File: src/rtl/bb_pi_filter.sv
module bb_pi_filter #(
  parameter int W          = 10,
  parameter int KP         = 4,
  parameter int KI         = 1,
  parameter int DEC        = 4,
  parameter int RESET_CODE = 512
) (
  input  logic         clk,
  input  logic         rst_n,
  input  logic         load,
  input  logic [W-1:0] load_code,
  input  logic         en,
  input  logic         dir_up,
  output logic [W-1:0] tune_word
);

  localparam int CW = $clog2(DEC) + 2;
  localparam int SW = W + 2;
  localparam logic signed [CW-1:0] C_ONE  = CW'(1);
  localparam logic signed [CW-1:0] C_MONE = CW'(-1);
  localparam logic signed [CW-1:0] DEC_S  = CW'(DEC);
  localparam logic signed [CW-1:0] NDEC_S = CW'(-DEC);
  localparam logic signed [SW-1:0] KP_S   = SW'(KP);
  localparam logic signed [SW-1:0] KI_S   = SW'(KI);
  localparam logic signed [SW-1:0] MAX_S  = SW'((1 << W) - 1);
  localparam logic signed [SW-1:0] ZERO_S = '0;

  logic [W-1:0]           integ_q, integ_d;
  logic signed [CW-1:0]   cnt_q, cnt_d, cnt_sum;
  logic signed [SW-1:0]   prop_q, prop_d;
  logic signed [SW-1:0]   integ_ext, inc_v, dec_v, out_sum;

  assign integ_ext = signed'({2'b00, integ_q});
  assign cnt_sum   = cnt_q + (dir_up ? C_ONE : C_MONE);
  assign inc_v     = integ_ext + KI_S;
  assign dec_v     = integ_ext - KI_S;
  assign out_sum   = integ_ext + prop_q;

  always_comb begin
    integ_d = integ_q;
    cnt_d   = cnt_q;
    prop_d  = ZERO_S;
    if (load) begin
      integ_d = load_code;
      cnt_d   = '0;
    end else if (en) begin
      prop_d = dir_up ? KP_S : -KP_S;
      if (cnt_sum >= DEC_S) begin
        cnt_d   = '0;
        integ_d = (inc_v > MAX_S) ? W'(MAX_S) : W'(inc_v);
      end else if (cnt_sum <= NDEC_S) begin
        cnt_d   = '0;
        integ_d = (dec_v < ZERO_S) ? '0 : W'(dec_v);
      end else begin
        cnt_d = cnt_sum;
      end
    end
  end

  always_ff @(posedge clk or negedge rst_n) begin
    if (!rst_n) begin
      integ_q <= W'(RESET_CODE);
      cnt_q   <= '0;
      prop_q  <= '0;
    end else begin
      integ_q <= integ_d;
      cnt_q   <= cnt_d;
      prop_q  <= prop_d;
    end
  end

  assign tune_word = (out_sum > MAX_S) ? W'(MAX_S) :
                     (out_sum < ZERO_S) ? '0 : W'(out_sum);


  assert_load_seed_R2: assert property (@(posedge clk) disable iff (!rst_n)
    load |=> (tune_word == $past(load_code) && cnt_q == '0));


  assert_kick_up_R3: assert property (@(posedge clk) disable iff (!rst_n)
    (en && !load && dir_up) |=> (tune_word >= integ_q));
  assert_kick_dn_R3: assert property (@(posedge clk) disable iff (!rst_n)
    (en && !load && !dir_up) |=> (tune_word <= integ_q));


  assert_small_step_R4: assert property (@(posedge clk) disable iff (!rst_n)
    !load |=> ((integ_ext - $past(integ_ext)) <= KI_S &&
               ($past(integ_ext) - integ_ext) <= KI_S));


  assert_cnt_bound_R5: assert property (@(posedge clk) disable iff (!rst_n)
    (cnt_q < DEC_S && cnt_q > NDEC_S));


  assert_idle_hold_R8: assert property (@(posedge clk) disable iff (!rst_n)
    (!load && !en) |=> ($stable(integ_q) && $stable(cnt_q) && tune_word == integ_q));

endmodule

File: config.mk
export PLATFORM = sky130hd
export DESIGN_NAME = bb_pi_filter
export DESIGN_NICKNAME = d
export VERILOG_FILES = /design/src/rtl/bb_pi_filter.sv
export SDC_FILE = /design/constraint.sdc
export NUM_CORES = 1
export LEC_CHECK = 0
export BUFFER_PORTS_ARGS = -buffer_cell sky130_fd_sc_hd__buf_2
export CORE_MARGIN = 10
export CORE_UTILIZATION = 55
export DETAILED_ROUTE_END_ITERATION = 10
export GPL_ROUTABILITY_DRIVEN = 0
export PLACE_DENSITY = 0.82
export SETUP_SLACK_MARGIN = 0.3
export SYNTH_ARGS = -nofsm -noshare
export SYNTH_HDL_FRONTEND = slang
export SYNTH_SLANG_ARGS = --single-unit
File: constraint.sdc
create_clock -name clk -period 4.1 [get_ports clk]
set_input_delay 0.82 -clock clk [delete_from_list [all_inputs] [get_ports clk]]
set_output_delay 0.82 -clock clk [all_outputs]
set_load 0.02 [all_outputs]
* Yosys cells after proc, flatten, opt, wreduce, memory -nomap -nowiden
Index checks and enable logic that the tools add are counted.
** Cells by class
- Add/subtract/negate cells :: 4
- Order comparisons :: 6
- Muxes and demuxes :: 16
- Reductions and logical operators :: 3
** Operators by type and width (count)
- 10-bit two-way mux :: 8
- 12-bit two-way mux :: 3
- 4-bit two-way mux :: 5
- 11-bit by 12-bit adder with 12-bit output :: 1
- 12-bit by 11-bit greater-than comparator with 1-bit output (second input constant) :: 1
- 12-bit by 1-bit less-than comparator with 1-bit output (second input constant) :: 1
- 10-bit by 1-bit adder with 11-bit output (second input constant) :: 1
- 11-bit by 10-bit greater-than comparator with 1-bit output (second input constant) :: 1
- 11-bit by 1-bit less-than comparator with 1-bit output (second input constant) :: 1
- 10-bit by 1-bit subtractor with 11-bit output (second input constant) :: 1
- 4-bit adder :: 1
- 4-bit >= comparator (second input constant) :: 1
- 4-bit by 3-bit <= comparator with 1-bit output (second input constant) :: 1
- 3-bit nonzero test :: 1
- 2-bit AND reduction :: 1
- 2-bit nonzero test :: 1
** Word-level totals
- Flip-flop bits (word level) :: 26
- Input bits :: 15
- Word-level logic and storage cells :: 32

* Logic depth before layout (Yosys ltp)
Gate-level depths: netlist of the first run.
- Word-level depth :: 7
- Depth in mapped cells :: 10
- Mapped depth without buffers :: 9

* Worst setup path after synthesis of the first run
OpenSTA, ideal clock, no wires.
- Path kind :: reg2out
- From :: reg prop_q[10]
- To :: out tune_word[4]
- Arrival :: 2.449 ns
- Slack :: 0.831 ns
- Cell stages (with the launch flop) :: 7
- Cell sequence :: dfrtp_1 > ha_1 > a21o_1 > a21o_1 > a211o_1 > a211o_1 > o311ai_1
** On the way
- Word-level cells in the longest chain between the ends :: 4
- Elaborated cells on any way between the ends :: 5
- Those cells by class :: 1 x add/sub; 2 x order compare; 2 x mux
** Ends and longest elaborated chain
- start, declared :: line 30 : logic signed [SW-1:0] prop_q, prop_d;
- start signal, assigned :: line 68 : prop_q <= prop_d;
- 11-bit by 12-bit adder with 12-bit output * :: line 37 : assign out_sum = integ_ext + prop_q;
- 12-bit by 1-bit less-than comparator with 1-bit output :: line 73 : (out_sum < ZERO_S) ? '0 : W'(out_sum);
- 10-bit two-way mux :: line 73
- 10-bit two-way mux * :: line 72 : assign tune_word = (out_sum > MAX_S) ? W'(MAX_S) :
- end, declared :: line 14 : output logic [W-1:0] tune_word
Mark *: on every way between the ends. The rest lies on a longest branch, timed or not.

* Final worst setup path of the first run
- From :: reg prop_q[10]
- To :: out tune_word[6]
The elaborated chain is that of the path after synthesis.

==> results of run 1 <==
registers in the layout, indices dropped and copies added, names as in the netlist:
name / flops
cnt_q: 4
integ_q: 10
prop_q: 2
cell usage after synthesis, types with 4 or more instances:
cell	n
a211o_1	4
a21oi_1	20
and3_1	4
clkbuf_1	10
dfrtp_1	15
ha_1	15
inv_1	17
nand2_1	17
nand2b_1	4
nand3_1	15
nand4_1	8
nor2_1	12
o211ai_1	8
o21a_1	4
o21ai_0	4
o21ai_1	5
o221a_1	4
or3_1	6
xnor2_1	4
xor2_1	5
kinds of logic after synthesis:
| family | after synthesis |
|---|---|
| and+or+nand+nor | 92 |
| AOI/OAI and AO/OA | 82 |
| buffers and inverters | 30 |
| adders and majority gates | 17 |
| DFF | 16 |
| xor gates and xnor gates | 9 |
| muxes | 2 |
per-layer routing:
metal,part of all wire,wire length [um],global-route usage
met1,0.42,2340,0.187
met2,0.48,2680,0.274
met3,0.071,395,0.0100
met4,0.030,169,0.0757
met5,0,0,0
metrics by stage:
step | cell area [um2] | power (mW)
3_3_place_gp | 2130 | 0.834
6_report | 2260 | 1.01
2_1_floorplan | 1980 | 0.705
3_5_place_dp | 2130 | 0.841
4_1_cts | 2170 | 0.954
5_1_grt | 2260 | 1.08
power groups by stage:
| stage | clock network (mW) | registers, mW | logic [mW] |
|---|---|---|---|
| floorplan | 0 | 0.225 | 0.480 |
| global placement | 0 | 0.270 | 0.564 |
| detailed placement | 0 | 0.270 | 0.570 |
| CTS | 0.109 | 0.268 | 0.578 |
| global route | 0.116 | 0.269 | 0.695 |
| finish | 0.108 | 0.260 | 0.639 |
worst max-delay path, delay by kind of cell, from the launching register on:
family          cells  cell delay, ns
simple gates        3            0.65
fa+ha+maj           1            0.33
flops               1            0.44
buf+inv             2            0.36
compound gates      3            0.81
cell type report:
class / count / area (um2)
multi-input combinational: 202 / 1480
fill: 310 / 1150
sequential: 16 / 404
timing repair buffer: 37 / 218
inverter: 17 / 63.8
tap: 46 / 57.6
clock buffer: 4 / 36.3
how the worst max path moves through the flow:
stage	endpoint	cells after the start	start
final	tune_word[6]	9	prop_q[10]$_DFF_PN0_
after global routing	tune_word[6]	9	prop_q[10]$_DFF_PN0_
after CTS	tune_word[0]	8	integ_q[3]$_DFFE_PN0P_
after detailed placement	tune_word[0]	10	integ_q[2]$_DFFE_PN0P_
after global placement	tune_word[1]	10	integ_q[2]$_DFFE_PN0P_
after floorplan	tune_word[4]	6	prop_q[10]$_DFF_PN0_
what timing repair did:
action,4_1_cts,5_1_grt
pin swaps,0,2
setup endpoints to repair,10,10
gates resized for setup,3,5
buffers inserted,0,10
==> results_dict.tcl, run 1 <==
set metrics [dict create \
    hold_slack_ns 0.423 \
    synth_area_leaders "dfrtp_1 (19%), ha_1 (9.5%), a21oi_1 (5.0%), nand3_1 (3.8%), inv_1 (3.2%)" \
    dieArea_mm2 0.00641 \
    worstSkewPairLatency_ns 0.29 \
    hpwl_um 3890 \
    arrival_ns 2.89 \
    synth-compound-area-share 0.306 \
    rsz0062_at_grt "no" \
    powerDensity_mw_per_mm2 445 \
    tightest_slew_ns 0.850 \
    htreeDepth 1 \
    ant_nets 0 \
    clk_path_buf_depth 2 \
    ys_types 63 \
    final_cell_mix "buf_2 (24), a21oi_1 (20), inv_1 (17), nand2_1 (17)" \
    drc_errors 0 \
    grt_remaining_overflow 0 \
    synthSimpleGateAreaFrac 0.264 \
    grt_usage 0.156 \
    ys_warn_count 0 \
    floorplan.die.height_um 80.1 \
    clk_pin_slew_ns 0.10 \
    core_mm2 0.00342 \
    antenna_found_initial 0 \
    std_cell_rows 21 \
    syn_area_mm2 0.00198 \
    utilization 0.662 \
    dp.cells 308 \
    async_reset_ff_frac 1.00 \
    slew_violations 0 \
    switching_share 0.490 \
    crit_chain "buf_4 -> ha_1 -> o21a_1 -> o21a_1 -> and3_1 -> a211o_4 -> or3_1 -> nand3_1 -> buf_2" \
    status "finished, final reports clean" \
    root_buffer "clkbuf_4" \
    reg2reg_depth 7 \
    slowest_stage "dfrtp_1" \
    synth_top_area_share 0.189 \
    hold_violations 0 \
    yosys.area.top_type "dfrtp_1" \
    avgViaCountPerCell 6.52 \
    p_leak_nw 0.985 \
    synth_nets 280 \
    fin_nets 309 \
    initial_core_util 0.581 \
    cts_buffers 3 \
    grt_pass1_wl_um 8400 \
    timing.final.ws_setup_ns 0.389 \
    yosys.area_share.xor_xnor 0.0397 \
    required_ns 3.28 \
    post_layout_nonfiller_instances 322 \
    synth_edf_count 0 \
    r2r-start "cnt_q[2]$_DFFE_PN0P_" \
    yosys.area_share.adder 0.115 \
    layout_commonest_cell "buf_2" \
    p_int_uw 513 \
    routed_wl_um 5580 \
    grt_max_degree 24 \
    relSlewSlack 0.429 \
    drive_gt1_frac 0.210 \
    die_x_um 80.1 \
    drtIter0Drc 191 \
    netlist_instances 248 \
    startpoint_type "register" \
    synthMuxAreaShare 0.0107 \
    grt_pass1_vias 1895 \
    num_antenna_cells 0 \
    fin_crit_sh 0.905 \
    cts_tree "done" \
    vias 2100 \
    critical_path.max_stage_delay_ns 0.44 \
    setup_viol 0 \
    ys_ff_latch 16 \
    reg2reg_slack_ns 1.33 \
    cts_sinks 16 \
    path_class "register to output pin" \
    cts_hold_buf 0 \
    r2r-end "integ_q[0]$_DFFE_PN0P_" \
    ys_seq_area_frac 0.202 \
    max_freq_ghz 0.269 \
    numPortBuffers 24 \
    setup-tns-final_ns 0 \
    postSynthAreaPerCell_um2 8.00 \
    ys.flop_type "dfrtp_1" \
    pwr-share-seq 0.258 \
    ir_drop_v 0.000240 \
    skew_ns 0.00131 \
    pwr-share-clk 0.108 \
    critPathMaxFanout 11 \
    wl_per_cell_um 17.3 \
    period_needed_ns 3.71 \
    synth_top_family_by_area "compound AO/OA/AOI/OAI gates" \
    dp_slack_ns 0.350 \
    maxCapViolCount 0 \
    drtPass1Iterations 5 \
    power_switching_uw 494 \
    cp_common_cell "o21a_1" \
    ios 25 \
    end_kind "output pin" \
    syn_to_final_growth_pct 14.0 \
    hp-class "input pin to asynchronous set/reset pin" \
    power_frac_comb 0.634 \
]
Note: power is estimated with default switching activity, not from simulation.
==> inputs of run 2 (changes only) <==
Settings changed: CORE_ASPECT_RATIO set to 1.75.
==> results_dict.tcl, run 2 (same netlist as run 1, synthesis figures left out) <==
set metrics [dict create \
    die_x_um 65.4 \
    worstSkewPairLatency_ns 0.26 \
    critPathBufInv 2 \
    antenna_found_initial 0 \
    drive_gt1_frac 0.190 \
    startpoint_type "register" \
    max_freq_ghz 0.267 \
    path_class "register to output pin" \
    slew_violations 0 \
    num_antenna_cells 0 \
    core_mm2 0.00343 \
    hp-class "input pin to asynchronous set/reset pin" \
    layout_commonest_cell "buf_2" \
    arrival_ns 2.92 \
    p_int_uw 525 \
    switching_share 0.486 \
    cp-startpoint "prop_q[10]$_DFF_PN0_" \
    ir_drop_v 0.000327 \
    clk_path_buf_depth 2 \
    hold_violations 0 \
    skew_ns 0.00227 \
    reg2reg_slack_ns 1.34 \
    vias 2088 \
    largest_register_ffs 10 \
    grt_remaining_overflow 0 \
    power_mw 1.02 \
    fin_nets 301 \
    ant_nets 0 \
    setup_viol 0 \
    relSlewSlack 0.437 \
    std_cell_rows 28 \
    fin_crit_sh 0.912 \
    critical_path.max_stage_delay_ns 0.51 \
    clk_pin_slew_ns 0.07 \
    wl_per_cell_um 18.1 \
    rsz0062_at_grt "yes" \
    avgViaCountPerCell 6.67 \
    r2r-start "cnt_q[2]$_DFFE_PN0P_" \
    setup-tns-final_ns 0 \
    routed_wl_um 5650 \
    status "finished, final reports clean" \
    cts_buffers 3 \
    p_leak_nw 0.951 \
    root_buffer "clkbuf_8" \
    largestRegisters "integ_q: 10 flops, cnt_q: 4 flops, prop_q: 2 flops" \
    grt_usage 0.176 \
    floorplan.die.height_um 99.5 \
    reg2reg_depth 7 \
    critPathMaxFanout 10 \
    place_area_mm2 0.00212 \
    drc_errors 0 \
    top_register "integ_q" \
    htreeDepth 1 \
    grt_pass1_wl_um 9600 \
    pwr-share-seq 0.269 \
    maxCapViolCount 0 \
    end_kind "output pin" \
    power_frac_comb 0.585 \
    tightest_slew_ns 0.838 \
    dieArea_mm2 0.00651 \
    cts_tree "done" \
    fin_area_mm2 0.00222 \
    critical_path.top_delay_family "compound AO/OA/AOI/OAI gates" \
    fillerInstances 325 \
    slowest_stage "or4_4" \
    final_cell_mix "buf_2 (23), a21oi_1 (20), inv_1 (17), nand2_1 (17)" \
    drtIter0Drc 118 \
    required_ns 3.28 \
    grt_max_degree 24 \
    hpwl_um 4370 \
    utilization 0.646 \
    numPortBuffers 24 \
    ios 25 \
    hold_slack_ns 0.474 \
    period_needed_ns 3.74 \
    r2r-end "integ_q[0]$_DFFE_PN0P_" \
    crit_chain "buf_4 -> ha_1 -> a21o_1 -> a2111oi_0 -> nor3b_1 -> or4_4 -> o211ai_1 -> buf_2" \
    grt_pass1_vias 2157 \
    drtPass1Iterations 4 \
    powerDensity_mw_per_mm2 461 \
    pwr-share-clk 0.145 \
    cts_sinks 16 \
    initial_core_util 0.578 \
    power_switching_uw 497 \
    syn_to_final_growth_pct 11.8 \
]
## run 2: cell type report
| class | count | area, um2 | share of cell area |
|---|---|---|---|
| repair buffers | 29 | 160 | 0.0722 |
| flip-flops and latches | 16 | 407 | 0.183 |
| clock buffers | 4 | 55.1 | 0.0248 |
| multi-input cells | 202 | 1480 | 0.666 |
| inverters | 17 | 63.8 | 0.0288 |
| well taps | 45 | 56.3 | 0.0254 |
## run 2: worst max path at each step
stage	endpoint	depth (start not counted)
floorplan	tune_word[4]	6
global placement	tune_word[1]	10
detailed placement	tune_word[0]	10
CTS	tune_word[0]	10
global route	tune_word[0]	9
finish	tune_word[0]	8
## run 2: per-layer routing
layer  part of all wire  vias to the layer above  track usage  wire length (um)
met2               0.53                      108        0.329              2990
met5                  0                        -            0                 0
li1                   -                      995            -                 -
met4              0.056                        0        0.124               314
met1               0.35                      953        0.159              1990
met3              0.063                       32       0.0382               358
## run 2: metrics by stage
step | setup slack (ns) | std cells
floorplan | 0.831 | 248
global placement | 0.476 | 306
detailed placement | 0.347 | 306
CTS | 0.320 | 310
global route | 0.296 | 313
finish | 0.359 | 313
## run 2: timing repair
item / CTS / global route
setup buffers: 0 / 3
gates resized for setup: 4 / 5
endpoints found under the setup margin: 10 / 10
hold buffers: 0 / 0
pin swaps: 0 / 2
## run 2: power by group through the flow
stage / Sequential (mW) / Clock [mW] / Combinational, mW
after floorplan: 0.225 / 0 / 0.480
after global placement: 0.279 / 0 / 0.558
after global routing: 0.283 / 0.157 / 0.662
after detailed placement: 0.281 / 0 / 0.569
after CTS: 0.279 / 0.147 / 0.574
final: 0.275 / 0.149 / 0.598
==> inputs of run 3 (changes only) <==
Settings changed: CORE_UTILIZATION 55 to 53, PLACE_DENSITY 0.82 to 0.83, SKIP_CTS_REPAIR_TIMING set to 1.
Clock period 4.1 ns to 3.35 ns, I/O delays scaled along.
==> results_dict.tcl, run 3 (same netlist as run 1, synthesis figures left out) <==
set metrics [dict create \
    power_switching_uw 670 \
    std_cell_rows 29 \
    fin_area_mm2 0.00247 \
    multiInputGateArea_mm2 0.00160 \
    maxCapViolCount 0 \
    period_needed_ns 3.41 \
    utilization 0.680 \
    grt_max_degree 24 \
    worstSkewPairLatency_ns 0.27 \
    final-seq-area_um2 403 \
    end_kind "output pin" \
    violations "negative setup slack" \
    initial_core_util 0.547 \
    pwr-share-clk 0.132 \
    fin_crit_sh 1.02 \
    switching_share 0.476 \
    drive_gt1_frac 0.275 \
    cts_tree "done" \
    top_register "integ_q" \
    avgViaCountPerCell 6.91 \
    wl_per_cell_um 19.8 \
    reg2reg_slack_ns 0.75 \
    hold_violations 0 \
    ir_drop_v 0.000463 \
    root_buffer "clkbuf_8" \
    timing.final.ws_setup_ns -0.0584 \
    clk_path_buf_depth 2 \
    required_ns 2.68 \
    p_int_uw 737 \
    die_x_um 66.3 \
    core_mm2 0.00363 \
    dp_slack_ns 0.0850 \
    fillerInstances 303 \
    hpwl_um 4540 \
    dieArea_mm2 0.00669 \
    antenna_found_initial 0 \
    setup_viol 4 \
    relSlewSlack 0.646 \
    final_cell_mix "buf_4 (27), a21oi_1 (20), inv_1 (17), nand2_1 (17), buf_2 (16)" \
    rsz0062_at_grt "yes" \
    routed_wl_um 6550 \
    powerDensity_mw_per_mm2 570 \
    p_leak_nw 1.04 \
    setup-tns-final_ns -0.100 \
    htreeDepth 1 \
    numPortBuffers 24 \
    grt_usage 0.174 \
    status "finished, violations left" \
    drtIter0Drc 167 \
    grt_remaining_overflow 0 \
    startpoint_type "register" \
    place_area_mm2 0.00220 \
    num_antenna_cells 0 \
    clk_pin_slew_ns 0.07 \
    largestRegisters "integ_q: 10 flops, cnt_q: 4 flops, prop_q: 2 flops" \
    grt_pass1_wl_um 9360 \
    critPathMaxFanout 7 \
    tightest_slew_ns 0.530 \
    pwr-share-seq 0.201 \
    ios 25 \
    hp-class "input pin to asynchronous set/reset pin" \
    cts_sinks 16 \
    vias 2280 \
    slew_violations 0 \
    drtPass1Iterations 5 \
    cts_buffers 3 \
    skew_ns 0.00219 \
    path_class "register to output pin" \
    layout_commonest_cell "buf_4" \
    drc_errors 0 \
    largest_register_ffs 10 \
    ant_nets 0 \
    syn_to_final_growth_pct 24.4 \
    arrival_ns 2.74 \
    fin_nets 317 \
    grt_pass1_vias 2107 \
    max_freq_ghz 0.293 \
    power_frac_comb 0.667 \
    floorplan.die.height_um 101 \
]
-- run 3: cell types whose count changed in the layout (fill, tap and decap cells not counted), moves of 2 or more --
cell / change
ha_1: -3
ha_4: +3
buf_4: +21
dfrtp_1: +3
buf_2: -7
a2111oi_0: -2
dfrtp_2: -3
-- run 3: path summary, 6_finish.rpt --
path | cells past startpoint | endpoint | start
hold / removal | 1 | integ_q[1]$_DFFE_PN0P_ | rst_n
min in group clk | 2 | cnt_q[2]$_DFFE_PN0P_ | cnt_q[2]$_DFFE_PN0P_
setup / recovery | 8 | tune_word[6] | integ_q[3]$_DFFE_PN0P_
max in group asynchronous | 1 | integ_q[9]$_DFFE_PN1P_ | rst_n
setup reg to reg | 7 | integ_q[8]$_DFFE_PN0P_ | cnt_q[0]$_DFFE_PN0P_
hold reg to reg | 2 | cnt_q[2]$_DFFE_PN0P_ | cnt_q[2]$_DFFE_PN0P_
-- run 3: area by class of cell --
class	instances	share of cell area
multi-input combinational	203	0.646
sequential	16	0.163
timing repair buffer	44	0.119
inverter	17	0.0258
tap	46	0.0233
clock buffer	4	0.0223
-- run 3: power by group through the flow --
stage / Clock [mW] / Sequential [mW] / Combinational (mW)
after floorplan: 0 / 0.275 / 0.591
after global placement: 0 / 0.277 / 0.796
after detailed placement: 0 / 0.279 / 0.814
after CTS: 0.185 / 0.276 / 0.820
after global routing: 0.192 / 0.290 / 1.00
final: 0.185 / 0.283 / 0.939
-- run 3: worst max-delay path, cell delays in order, from the launching register on --
cell and delay (ns):
dfrtp_1 0.44, ha_4 0.26, a21o_1 0.19, a21o_1 0.22, a211o_1 0.36, a211o_4 0.39, or3_1 0.37, nand3_1 0.12
buf_6 0.13
-- run 3: through the flow --
| step | cells | hold WS, ns | power [mW] |
|---|---|---|---|
| floorplan | 248 | 0.374 | 0.866 |
| global route | 330 | 0.344 | 1.48 |
| CTS | 321 | 0.337 | 1.28 |
| global placement | 317 | 0.535 | 1.07 |
| finish | 330 | 0.327 | 1.41 |
| detailed placement | 317 | 0.542 | 1.09 |
-- run 3: routing by layer --
metal  GRT usage  wire, um  vias to the layer above
met5           0         0                        -
met4       0.128       463                        0
met3      0.0301       401                       47
met2       0.326      3420                      147
met1       0.156      2260                     1060
li1            -         -                     1026
